File: config.mk
export PLATFORM = sky130hd
export DESIGN_NAME = mtimer_top
export DESIGN_NICKNAME = d
export VERILOG_FILES = /design/src/rtl/mtimer_pkg.sv /design/src/rtl/mtimer_prescaler.sv /design/src/rtl/mtimer_match_bank.sv /design/src/rtl/mtimer_event_unit.sv /design/src/rtl/mtimer_top.sv
export SDC_FILE = /design/constraint.sdc
export NUM_CORES = 2
export LEC_CHECK = 0
export BUFFER_PORTS_ARGS = -buffer_cell sky130_fd_sc_hd__buf_2
export CORE_MARGIN = 2
export CORE_UTILIZATION = 65
export CTS_BUF_LIST = sky130_fd_sc_hd__clkbuf_4 sky130_fd_sc_hd__clkbuf_8
export CTS_CLUSTER_DIAMETER = 80
export DETAILED_ROUTE_END_ITERATION = 8
export PLACE_DENSITY = 0.85
export SLEW_MARGIN = 20
export SYNTH_ARGS = -nofsm -noshare
export SYNTH_HDL_FRONTEND = slang
export SYNTH_SLANG_ARGS = --single-unit
export TNS_END_PERCENT = 5
File: constraint.sdc
create_clock -name clk -period 10.2 [get_ports clk]
set_clock_uncertainty 0.05 [all_clocks]
set_input_delay 0.51 -clock clk [delete_from_list [all_inputs] [get_ports clk]]
set_output_delay 0.51 -clock clk [all_outputs]
set_load 0.01 [all_outputs]
File: src/rtl/mtimer_pkg.sv
package mtimer_pkg;
  localparam logic [3:0] PG_CTRL   = 4'h0;
  localparam logic [3:0] PG_MATCH  = 4'h1;
  localparam logic [3:0] PG_SHADOW = 4'h2;
  localparam logic [3:0] PG_EVENT  = 4'h3;

  localparam logic [7:0] OFS_CFG   = 8'h00;
  localparam logic [7:0] OFS_CTL   = 8'h04;
  localparam logic [7:0] OFS_LIMIT = 8'h08;

  localparam int CFG_UNIFY_B  = 0;
  localparam int CFG_NOCOPY_B = 7;
  localparam int CTL_HALT_B   = 2;
  localparam int CTL_CLR_B    = 3;
  localparam int CTL_REV_B    = 4;
  localparam int CTL_PRE_LSB  = 5;
  localparam int EV_CODE_LSB  = 12;

  localparam logic [1:0] CODE_ON_MATCH = 2'd1;
endpackage

File: src/rtl/mtimer_prescaler.sv
module mtimer_prescaler #(
  parameter int PRE_W = 8
) (
  input  logic             clk,
  input  logic             rst,
  input  logic             run,
  input  logic             clr,
  input  logic [PRE_W-1:0] div,
  output logic             tick
);
  logic [PRE_W-1:0] phase;

  assign tick = run && (phase >= div);

  always_ff @(posedge clk) begin
    if (rst || clr || !run) phase <= '0;
    else if (tick)          phase <= '0;
    else                    phase <= phase + 1'b1;
  end
endmodule

File: src/rtl/mtimer_match_bank.sv
module mtimer_match_bank #(
  parameter int CNT_W = 32,
  parameter int NUM_M = 16,
  parameter int IDX_W = 4
) (
  input  logic             clk,
  input  logic             rst,
  input  logic             wr_act,
  input  logic             wr_shd,
  input  logic [IDX_W-1:0] wr_idx,
  input  logic [CNT_W-1:0] wr_val,
  input  logic             copy,
  output logic [CNT_W-1:0] act [NUM_M],
  output logic [CNT_W-1:0] shd [NUM_M]
);
  for (genvar g = 0; g < NUM_M; g++) begin : g_slot
    localparam logic [IDX_W-1:0] MY_IDX = IDX_W'(g);

    always_ff @(posedge clk) begin
      if (rst)                            act[g] <= '0;
      else if (wr_act && wr_idx == MY_IDX) act[g] <= wr_val;
      else if (copy)                      act[g] <= shd[g];
    end

    always_ff @(posedge clk) begin
      if (rst)                            shd[g] <= '0;
      else if (wr_shd && wr_idx == MY_IDX) shd[g] <= wr_val;
    end
  end
endmodule

File: src/rtl/mtimer_event_unit.sv
module mtimer_event_unit #(
  parameter int CNT_W = 32,
  parameter int NUM_M = 16,
  parameter int NUM_E = 16,
  parameter int IDX_W = 4
) (
  input  logic             fire_ok,
  input  logic [CNT_W-1:0] cnt,
  input  logic [CNT_W-1:0] act [NUM_M],
  input  logic [IDX_W-1:0] sel [NUM_E],
  input  logic [NUM_E-1:0] armed,
  output logic [NUM_E-1:0] hit
);
  for (genvar e = 0; e < NUM_E; e++) begin : g_ev
    logic match_eq;
    always_comb begin
      match_eq = 1'b0;
      for (int m = 0; m < NUM_M; m++) begin
        if (sel[e] == IDX_W'(m) && act[m] == cnt) match_eq = 1'b1;
      end
    end
    assign hit[e] = fire_ok && armed[e] && match_eq;
  end
endmodule

File: src/rtl/mtimer_top.sv
module mtimer_top #(
  parameter int ADDR_W = 12,
  parameter int DATA_W = 32,
  parameter int CNT_W  = 32,
  parameter int NUM_M  = 16,
  parameter int NUM_E  = 16,
  parameter int PRE_W  = 8
) (
  input  logic              clk,
  input  logic              rst,
  input  logic              wr_en,
  input  logic [ADDR_W-1:0] wr_addr,
  input  logic [DATA_W-1:0] wr_data,
  input  logic              rd_en,
  input  logic [ADDR_W-1:0] rd_addr,
  output logic [DATA_W-1:0] rd_data,
  output logic [NUM_E-1:0]  ev_out
);
  import mtimer_pkg::*;

  localparam int MI_W = (NUM_M > 1) ? $clog2(NUM_M) : 1;
  localparam int EI_W = (NUM_E > 1) ? $clog2(NUM_E) : 1;

  // write decode
  logic [3:0]      wpg, rpg;
  logic [7:0]      wofs, rofs;
  logic [MI_W-1:0] w_midx, r_midx;
  logic [EI_W-1:0] w_eidx, r_eidx;

  assign wpg    = wr_addr[ADDR_W-1 -: 4];
  assign wofs   = wr_addr[7:0];
  assign w_midx = wr_addr[2 +: MI_W];
  assign w_eidx = wr_addr[3 +: EI_W];
  assign rpg    = rd_addr[ADDR_W-1 -: 4];
  assign rofs   = rd_addr[7:0];
  assign r_midx = rd_addr[2 +: MI_W];
  assign r_eidx = rd_addr[3 +: EI_W];

  logic wr_cfg, wr_ctl, wr_lim, wr_act, wr_shd, wr_evc, wr_evm;
  assign wr_cfg = wr_en && wpg == PG_CTRL  && wofs == OFS_CFG;
  assign wr_ctl = wr_en && wpg == PG_CTRL  && wofs == OFS_CTL;
  assign wr_lim = wr_en && wpg == PG_CTRL  && wofs == OFS_LIMIT;
  assign wr_act = wr_en && wpg == PG_MATCH;
  assign wr_shd = wr_en && wpg == PG_SHADOW;
  assign wr_evc = wr_en && wpg == PG_EVENT && wr_addr[2];
  assign wr_evm = wr_en && wpg == PG_EVENT && !wr_addr[2];

  // configuration and control state
  logic             unify_q, nocopy_q, halt_q, rev_q;
  logic [PRE_W-1:0] pre_q;
  logic [NUM_E-1:0] limit_q;
  logic             clr;

  assign clr = wr_ctl && wr_data[CTL_CLR_B];

  always_ff @(posedge clk) begin
    if (rst) begin
      unify_q  <= 1'b0;
      nocopy_q <= 1'b0;
      halt_q   <= 1'b1;
      rev_q    <= 1'b0;
      pre_q    <= '0;
      limit_q  <= '0;
    end else begin
      if (wr_cfg) begin
        unify_q  <= wr_data[CFG_UNIFY_B];
        nocopy_q <= wr_data[CFG_NOCOPY_B];
      end
      if (wr_ctl) begin
        halt_q <= wr_data[CTL_HALT_B];
        rev_q  <= wr_data[CTL_REV_B];
        pre_q  <= wr_data[CTL_PRE_LSB +: PRE_W];
      end
      if (wr_lim) limit_q <= wr_data[NUM_E-1:0];
    end
  end

  // per-event configuration
  logic [MI_W-1:0]   ev_sel  [NUM_E];
  logic [1:0]        ev_code [NUM_E];
  logic [DATA_W-1:0] ev_mask [NUM_E];
  logic [NUM_E-1:0]  ev_armed;

  for (genvar e = 0; e < NUM_E; e++) begin : g_evcfg
    localparam logic [EI_W-1:0] MY_E = EI_W'(e);
    always_ff @(posedge clk) begin
      if (rst) begin
        ev_sel[e]  <= '0;
        ev_code[e] <= '0;
        ev_mask[e] <= '0;
      end else begin
        if (wr_evc && w_eidx == MY_E) begin
          ev_sel[e]  <= wr_data[MI_W-1:0];
          ev_code[e] <= wr_data[EV_CODE_LSB +: 2];
        end
        if (wr_evm && w_eidx == MY_E) ev_mask[e] <= wr_data;
      end
    end
    assign ev_armed[e] = (ev_code[e] == CODE_ON_MATCH) && ev_mask[e][0];
  end

  // counting path
  logic             run, tick, wrap, copy;
  logic [CNT_W-1:0] cnt_q;
  logic [NUM_E-1:0] hit;
  logic [CNT_W-1:0] act [NUM_M];
  logic [CNT_W-1:0] shd [NUM_M];

  assign run  = unify_q && !halt_q && !rev_q;
  assign wrap = |(hit & limit_q);
  assign copy = wrap && !nocopy_q;

  mtimer_prescaler #(.PRE_W(PRE_W)) u_pre (
    .clk(clk), .rst(rst), .run(run), .clr(clr), .div(pre_q), .tick(tick)
  );

  mtimer_match_bank #(.CNT_W(CNT_W), .NUM_M(NUM_M), .IDX_W(MI_W)) u_bank (
    .clk(clk), .rst(rst), .wr_act(wr_act), .wr_shd(wr_shd), .wr_idx(w_midx),
    .wr_val(wr_data[CNT_W-1:0]), .copy(copy), .act(act), .shd(shd)
  );

  mtimer_event_unit #(.CNT_W(CNT_W), .NUM_M(NUM_M), .NUM_E(NUM_E), .IDX_W(MI_W)) u_ev (
    .fire_ok(tick), .cnt(cnt_q), .act(act), .sel(ev_sel), .armed(ev_armed), .hit(hit)
  );

  always_ff @(posedge clk) begin
    if (rst || clr) cnt_q <= '0;
    else if (tick)  cnt_q <= wrap ? '0 : cnt_q + 1'b1;
  end

  always_ff @(posedge clk) begin
    if (rst) ev_out <= '0;
    else     ev_out <= hit;
  end

  // flattened views for the bound checker
  logic [NUM_M*CNT_W-1:0] act_flat, shd_flat;
  for (genvar m = 0; m < NUM_M; m++) begin : g_flat
    assign act_flat[m*CNT_W +: CNT_W] = act[m];
    assign shd_flat[m*CNT_W +: CNT_W] = shd[m];
  end

  // readback
  logic [DATA_W-1:0] rd_mux;
  always_comb begin
    rd_mux = '0;
    unique case (rpg)
      PG_CTRL: begin
        if (rofs == OFS_CFG) begin
          rd_mux[CFG_UNIFY_B]  = unify_q;
          rd_mux[CFG_NOCOPY_B] = nocopy_q;
        end else if (rofs == OFS_CTL) begin
          rd_mux[CTL_HALT_B]            = halt_q;
          rd_mux[CTL_REV_B]             = rev_q;
          rd_mux[CTL_PRE_LSB +: PRE_W]  = pre_q;
        end else if (rofs == OFS_LIMIT) begin
          rd_mux[NUM_E-1:0] = limit_q;
        end
      end
      PG_MATCH:  rd_mux[CNT_W-1:0] = act[r_midx];
      PG_SHADOW: rd_mux[CNT_W-1:0] = shd[r_midx];
      PG_EVENT: begin
        if (rd_addr[2]) begin
          rd_mux[MI_W-1:0]          = ev_sel[r_eidx];
          rd_mux[EV_CODE_LSB +: 2]  = ev_code[r_eidx];
        end else begin
          rd_mux = ev_mask[r_eidx];
        end
      end
      default: rd_mux = '0;
    endcase
  end

  always_ff @(posedge clk) begin
    if (rst)        rd_data <= '0;
    else if (rd_en) rd_data <= rd_mux;
  end
endmodule

# Word level (Yosys, flattened, before mapping)
# Memory sizes are Yosys's and may differ from the RTL's.
# Cells that the tools add are included.
# totals
regBits	1204
latchBits	0
ram_bits	544
romBits	0
input_bits	60
output_inout_bits	48
n_memories	2
# mem_list
memory	words	width	read_ports	rd_ports_with_merged_regs	wr	line	rtl
ev_mask	16	32	17	0	16	mtimer_top.sv:81	logic [DATA_W-1:0] ev_mask [NUM_E];
ev_code	16	2	17	0	16	mtimer_top.sv:80	logic [1:0] ev_code [NUM_E];
# classes
add_sub_neg	2
mul	0
div_mod_pow	0
magnitude_cmp	3
eq_ne	312
shift	0
n_mux	444
bitwise	35
n_reduce_logical	429
# ops
op	count
32-bit two-way mux	53
4-bit equality test (second input constant)	144
32-bit equality test	16
1-bit logical AND	382
1-bit two-way mux	358
4-bit by 3-bit equality test with 1-bit output (second input constant)	72
32-bit binary-select mux with 4-bit select	2
4-bit by 2-bit equality test with 1-bit output (second input constant)	40
4-bit by 1-bit equality test with 1-bit output (second input constant)	20
4-bit logical NOT	20
16-bit case mux with 4 select lines	1
16-bit case mux with 3 select lines	1
2-bit two-way mux	18
32-bit by 1-bit adder with 32-bit output (second input constant)	1
2-bit by 1-bit equality test with 1-bit output (second input constant)	16
1-bit bitwise OR	32
2-bit nonzero test	16
18-bit two-way mux	1
16-bit AND	1
4-bit binary-select mux with 4-bit select	1
8-bit by 3-bit equality test with 1-bit output (second input constant)	2
8-bit by 4-bit equality test with 1-bit output (second input constant)	2
8-bit logical NOT	2
16-bit two-way mux	1
13 further kinds	23

# Logic depth before layout (Yosys ltp)
# logic_depth
ltp_word	24
mapped_depth	18
depth_no_buf	14

# Cells and area by module
# A second synthesis with hierarchy kept.
# hier_totals
hier_cells	8237
hier_area_um2	94284.2
# by_module_without_submodules
module	instances	cells_each	area_each_um2	seq_area_each_um2
mtimer_match_bank	1	4126	44616.5	20499.7
mtimer_top	1	2918	40101.0	19779.0
mtimer_event_unit	1	1133	9021.2	0.0
mtimer_prescaler	1	60	545.5	160.2

# Worst setup path after synthesis
# No wires, ideal clock.
# synth_timing
kind	in2reg
start	input port wr_addr[11]
end	memory ev_mask[5][0] (enable)
setup_ns	0.466
arrival_ns	3.650
required_ns	9.684
path_slack_ns	6.034
cell_stages	6
n_path_buf	2
cell_sequence	nor2_1 > nand4_1 > clkbuf_1 > nand2b_1 > clkbuf_1 > o21ai_0
# synth_rtl
element	line	rtl
from (decl)	mtimer_top.sv:12	input logic [ADDR_W-1:0] wr_addr,
to (decl)	mtimer_top.sv:81	

# Final worst setup path
# layout_timing
start	register cnt_q[7]
end	register u_bank.act[133] (netlist name)
# layout_between
elab_chain_len	23
# layout_lines
element	line	rtl
from (decl)	mtimer_top.sv:104	logic [CNT_W-1:0] cnt_q;
from (signal assigned)	mtimer_top.sv:128	else if (tick) cnt_q <= wrap ? '0 : cnt_q + 1'b1;
32-bit equality test	mtimer_event_unit.sv:19	if (sel[e] == IDX_W'(m) && act[m] == cnt) match_eq = 1'b1;
1-bit logical AND	mtimer_event_unit.sv:19	
1-bit two-way mux (16 in a row)	mtimer_event_unit.sv:19	
1-bit logical AND	mtimer_event_unit.sv:22	assign hit[e] = fire_ok && armed[e] && match_eq;
16-bit AND *	mtimer_top.sv:110	assign wrap = |(hit & limit_q);
16-bit OR reduction *	mtimer_top.sv:110	
1-bit logical AND *	mtimer_top.sv:111	assign copy = wrap && !nocopy_q;
2-bit nonzero test (no line) *	-	
to (signal, indexed assignment)	mtimer_match_bank.sv:21	else if (wr_act && wr_idx == MY_IDX) act[g] <= wr_val;
to (signal, indexed assignment)	mtimer_match_bank.sv:22	else if (copy) act[g] <= shd[g];
to (decl)	mtimer_match_bank.sv:13	output logic [CNT_W-1:0] act [NUM_M],
# Mark *: on every way between the ends. The rest lies on a longest branch, timed or not.
# A chain may end at the register's enable or synchronous reset.

==> summary.md <==
| Metric | Value |
|---|---|
| Reg-to-Reg Start | `cnt_q[7]` |
| Final WS setup | `2710 ps` |
| Max Fclk | `133 MHz` |
| Reg clk slew, reported paths | `60 ps` |
| Mux cell area share after synthesis | `0.170` |
| Inserted Clock Buffers | `308` |
| Layout net count | `9726` |
| Synth Area in Simple Gates | `0.194` |
| CTS tree | `yes` |
| CP Capture Type | `flop` |
| CTS Sinks | `1748` |
| Yosys cell types | `75` |
| Congestion Overflow GR | `0` |
| Placement Setup Slack | `3270 ps` |
| Post-Syn Area | `0.0984 mm^2` |
| Filler-free cell count of the finished design | `11906` |
| Post-CTS setup buffer count | `0` |
| Crit path max fanout | `95` |
| HPWL Detailed | `258000 um` |
| H-tree depth | `5` |
| Multi-input logic area | `0.0533 mm^2` |
| Final period utilization | `0.735` |
| GRT Util Overall | `0.505` |
| Min Hold Slack | `-26.4 ps` |
| Die width | `393 um` |
| Fin. max-slew vios | `0` |
| Layout cells sized above 1 | `0.192` |
| DRT Wirelength | `398000 um` |
| Max cap viols | `0` |
| Status | `complete, but fails checks` |
| Synth warn | `0` |
| RePlAce Congestion | `1.07` |
| CTS Buffer Depth | `4` |
| Seq/Total Area, Yosys | `0.411` |
| # IOs | `108` |
| Leakage | `35.1 nW` |
| DRT iter0 DRCs | `13881` |
| ANT nets after route | `0` |
| Final setup viols | `0` |
| Post-synthesis adder-cell area fraction | `0.00127` |
| Leading cell type in the layout, fill and taps excluded | `nand2_1` |
| Slew HR | `0.0916` |
| Die Y-Extent | `393 um` |
| Post-route cell area | `0.105 mm^2` |
| Pwr dens | `142 mW/mm^2` |
| Via count | `85510` |
| Largest net degree at the start of global routing | `244` |
| Hold Startpoint | `wr_data[21]` |
| Avg Inst Size Synth | `9.74 um^2` |
| Avg Vias per Cell | `7.18` |
| Placed inst area | `0.0985 mm^2` |
| Worst endpoint required time | `11040 ps` |
| Maximum vdd drop | `141 uV` |
| Primary FF master, synth | `dfxtp_1` |
| Die footprint | `0.155 mm^2` |
| Async S/R FF share, synth | `0` |
| # fillers | `10897` |
| Syn nets | `10174` |
| Failing checks | `design-rule violations, negative hold slack` |
| Number of synthesized flops with an enable pin | `544` |
| CP Class | `flop to flop` |
| Post-synthesis compound-gate area fraction | `0.121` |
| Register area | `0.0404 mm^2` |
| Setup crit start kind | `flop` |
| Cells after Synth | `10104` |
| Routed length per instance | `33.4 um` |
| P&R area growth vs syn | `6.69%` |
| Initial core utilization | `0.656` |
| Pwr Total | `0.0149 W` |
| Final hold vios | `5` |
| Flop and latch count out of synthesis | `1748` |
| Row Count | `142` |
| Core ar. | `0.150 mm^2` |
| Number of global-route vias before repair | `80368` |
| Xor/xnor share of the synthesized area | `0.0488` |
| Main combinational cell family by area after synthesis | `simple AND/OR/NAND/NOR gates` |
| Initial antenna violation count | `55` |
| CP startpoint | `cnt_q[7]` |
| Setup TNS Final | `0 ps` |
| Hold WC Path Type | `input pin to flop` |
| Clk Latency, worst-skew pair | `1080 ps` |
| First-pass GRT wire length | `562000 um` |
| Slew at the pin closest to its max-slew limit | `1350 ps` |
| RSZ-0062 raised after global routing | `false` |
| WP data arrival | `8340 ps` |
| # DRC | `1` |
| CTS root buffer | `clkbuf_8` |
| Number of port buffers | `107` |
| Min Tclk post-route | `7490 ps` |
| TritonRoute pass-1 iters | `9` |
| Placed Instances | `11347` |
| Commonest non-fill, non-tap cells in the layout | `nand2_1 (1231), dfxtp_1 (1199), mux2i_1 (685), a21oi_1 (669), o21ai_0 (586)` |
## cells in the mapped netlist (21+ instances only)
| cell | n | area share |
|---|---|---|
| a211oi_1 | 515 | 0.039 |
| a21oi_1 | 669 | 0.034 |
| a22oi_1 | 21 | 0.0016 |
| a311oi_1 | 23 | 0.0020 |
| and2_1 | 520 | 0.033 |
| buf_1 | 97 | 0.0037 |
| buf_12 | 53 | 0.011 |
| buf_4 | 43 | 0.0033 |
| buf_6 | 23 | 0.0026 |
| clkbuf_1 | 843 | 0.032 |
| dfxtp_1 | 1204 | 0.24 |
| edfxtp_1 | 544 | 0.17 |
| inv_1 | 29 | 0.0011 |
| mux2_2 | 37 | 0.0042 |
| mux2i_1 | 685 | 0.070 |
| mux4_2 | 419 | 0.096 |
| nand2_1 | 1242 | 0.047 |
| nand2b_1 | 24 | 0.0015 |
| nand3_1 | 80 | 0.0041 |
| nand3b_1 | 521 | 0.040 |
| nand4_1 | 148 | 0.0094 |
| nor2_1 | 275 | 0.010 |
| nor2b_1 | 24 | 0.0015 |
| nor3_1 | 73 | 0.0037 |
| nor4_1 | 44 | 0.0028 |
| o21ai_0 | 604 | 0.031 |
| o221ai_1 | 40 | 0.0036 |
| o22ai_1 | 45 | 0.0029 |
| or2_2 | 516 | 0.033 |
| xnor2_1 | 527 | 0.047 |
| xor2_1 | 22 | 0.0020 |
## power breakdown
group | switching [W] | leakage [nW] | total, W | internal (W)
sequential | 0.0000530 | 14.9 | 0.00733 | 0.00728
combinational | 0.000659 | 17.0 | 0.000905 | 0.000246
clock | 0.00301 | 3.28 | 0.00668 | 0.00367
total | 0.00373 | 35.1 | 0.0149 | 0.0112
## path summary, 6_finish.rpt
path                                         to  slack, ps  depth (start not counted)
worst max register to register  u_bank.act[133]       2710                         15
worst max-delay path            u_bank.act[133]       2710                         15
worst min register to register   u_bank.shd[26]        410                          2
worst min-delay path            u_bank.shd[117]        -30                          3
## logic make-up after synthesis
group           after synthesis
buf+inv                    1102
flops                      1748
compound gates             2000
fa+ha+maj                    10
simple gates               3554
mux                        1141
xor+xnor                    549
## registers in the layout, indices dropped and copies added (netlist names)
register,count
ev_mask,512
unify_q,1
u_bank.shd,512
limit_q,16
nocopy_q,1
u_pre.phase,8
ev_sel,64
rd_data,32
rev_q,1
pre_q,8
halt_q,1
u_bank.act,512
cnt_q,32
ev_code,32
ev_out,16
## worst max-delay path: stages (launching register included)
cell      delay [ps]
dfxtp_1          760
buf_4            390
xnor2_1          350
nand4_1          420
nor4_1           880
nand2_1          910
o32ai_1          510
nor4_1           100
o21ai_0          250
o311ai_0         230
o221ai_1         190
a2111o_2         820
buf_12           290
buf_12           510
mux2i_1          160
a211oi_1         300
## per-layer routing
metal  vias to the layer above  routed length (um)  share of wire  GRT usage
met5                         -                 286        0.00072          0
met4                        44               38500          0.097      0.401
met3                      1947               56700           0.14      0.175
met2                      7081              170000           0.43      0.741
met1                     41043              132000           0.33      0.603
li1                      35395                   -              -          -
## metrics by stage
stage | util | hold slack [ps]
floorplan | - | 377
global placement | 0.656 | 394
detailed placement | 0.656 | 403
CTS | 0.698 | 16.7
global route | 0.699 | 7.06
finish | 0.700 | -26.4
## layout make-up
type / count / area share
multi-input cells: 7254 / 0.508
flip-flops and latches: 1748 / 0.385
clock buffers: 465 / 0.0550
well taps: 2016 / 0.0240
repair buffers: 313 / 0.0229
clock inverters: 54 / 0.00334
inverters: 31 / 0.00111
diodes: 25 / 0.000596
## timing repair
| action | in CTS | in global routing |
|---|---|---|
| resized for setup | 0 | 0 |
| endpoints found under the hold margin | 96 | 10 |
| hold buffers | 8 | 1 |
No activity file was read; power rests on OpenSTA's default activity.
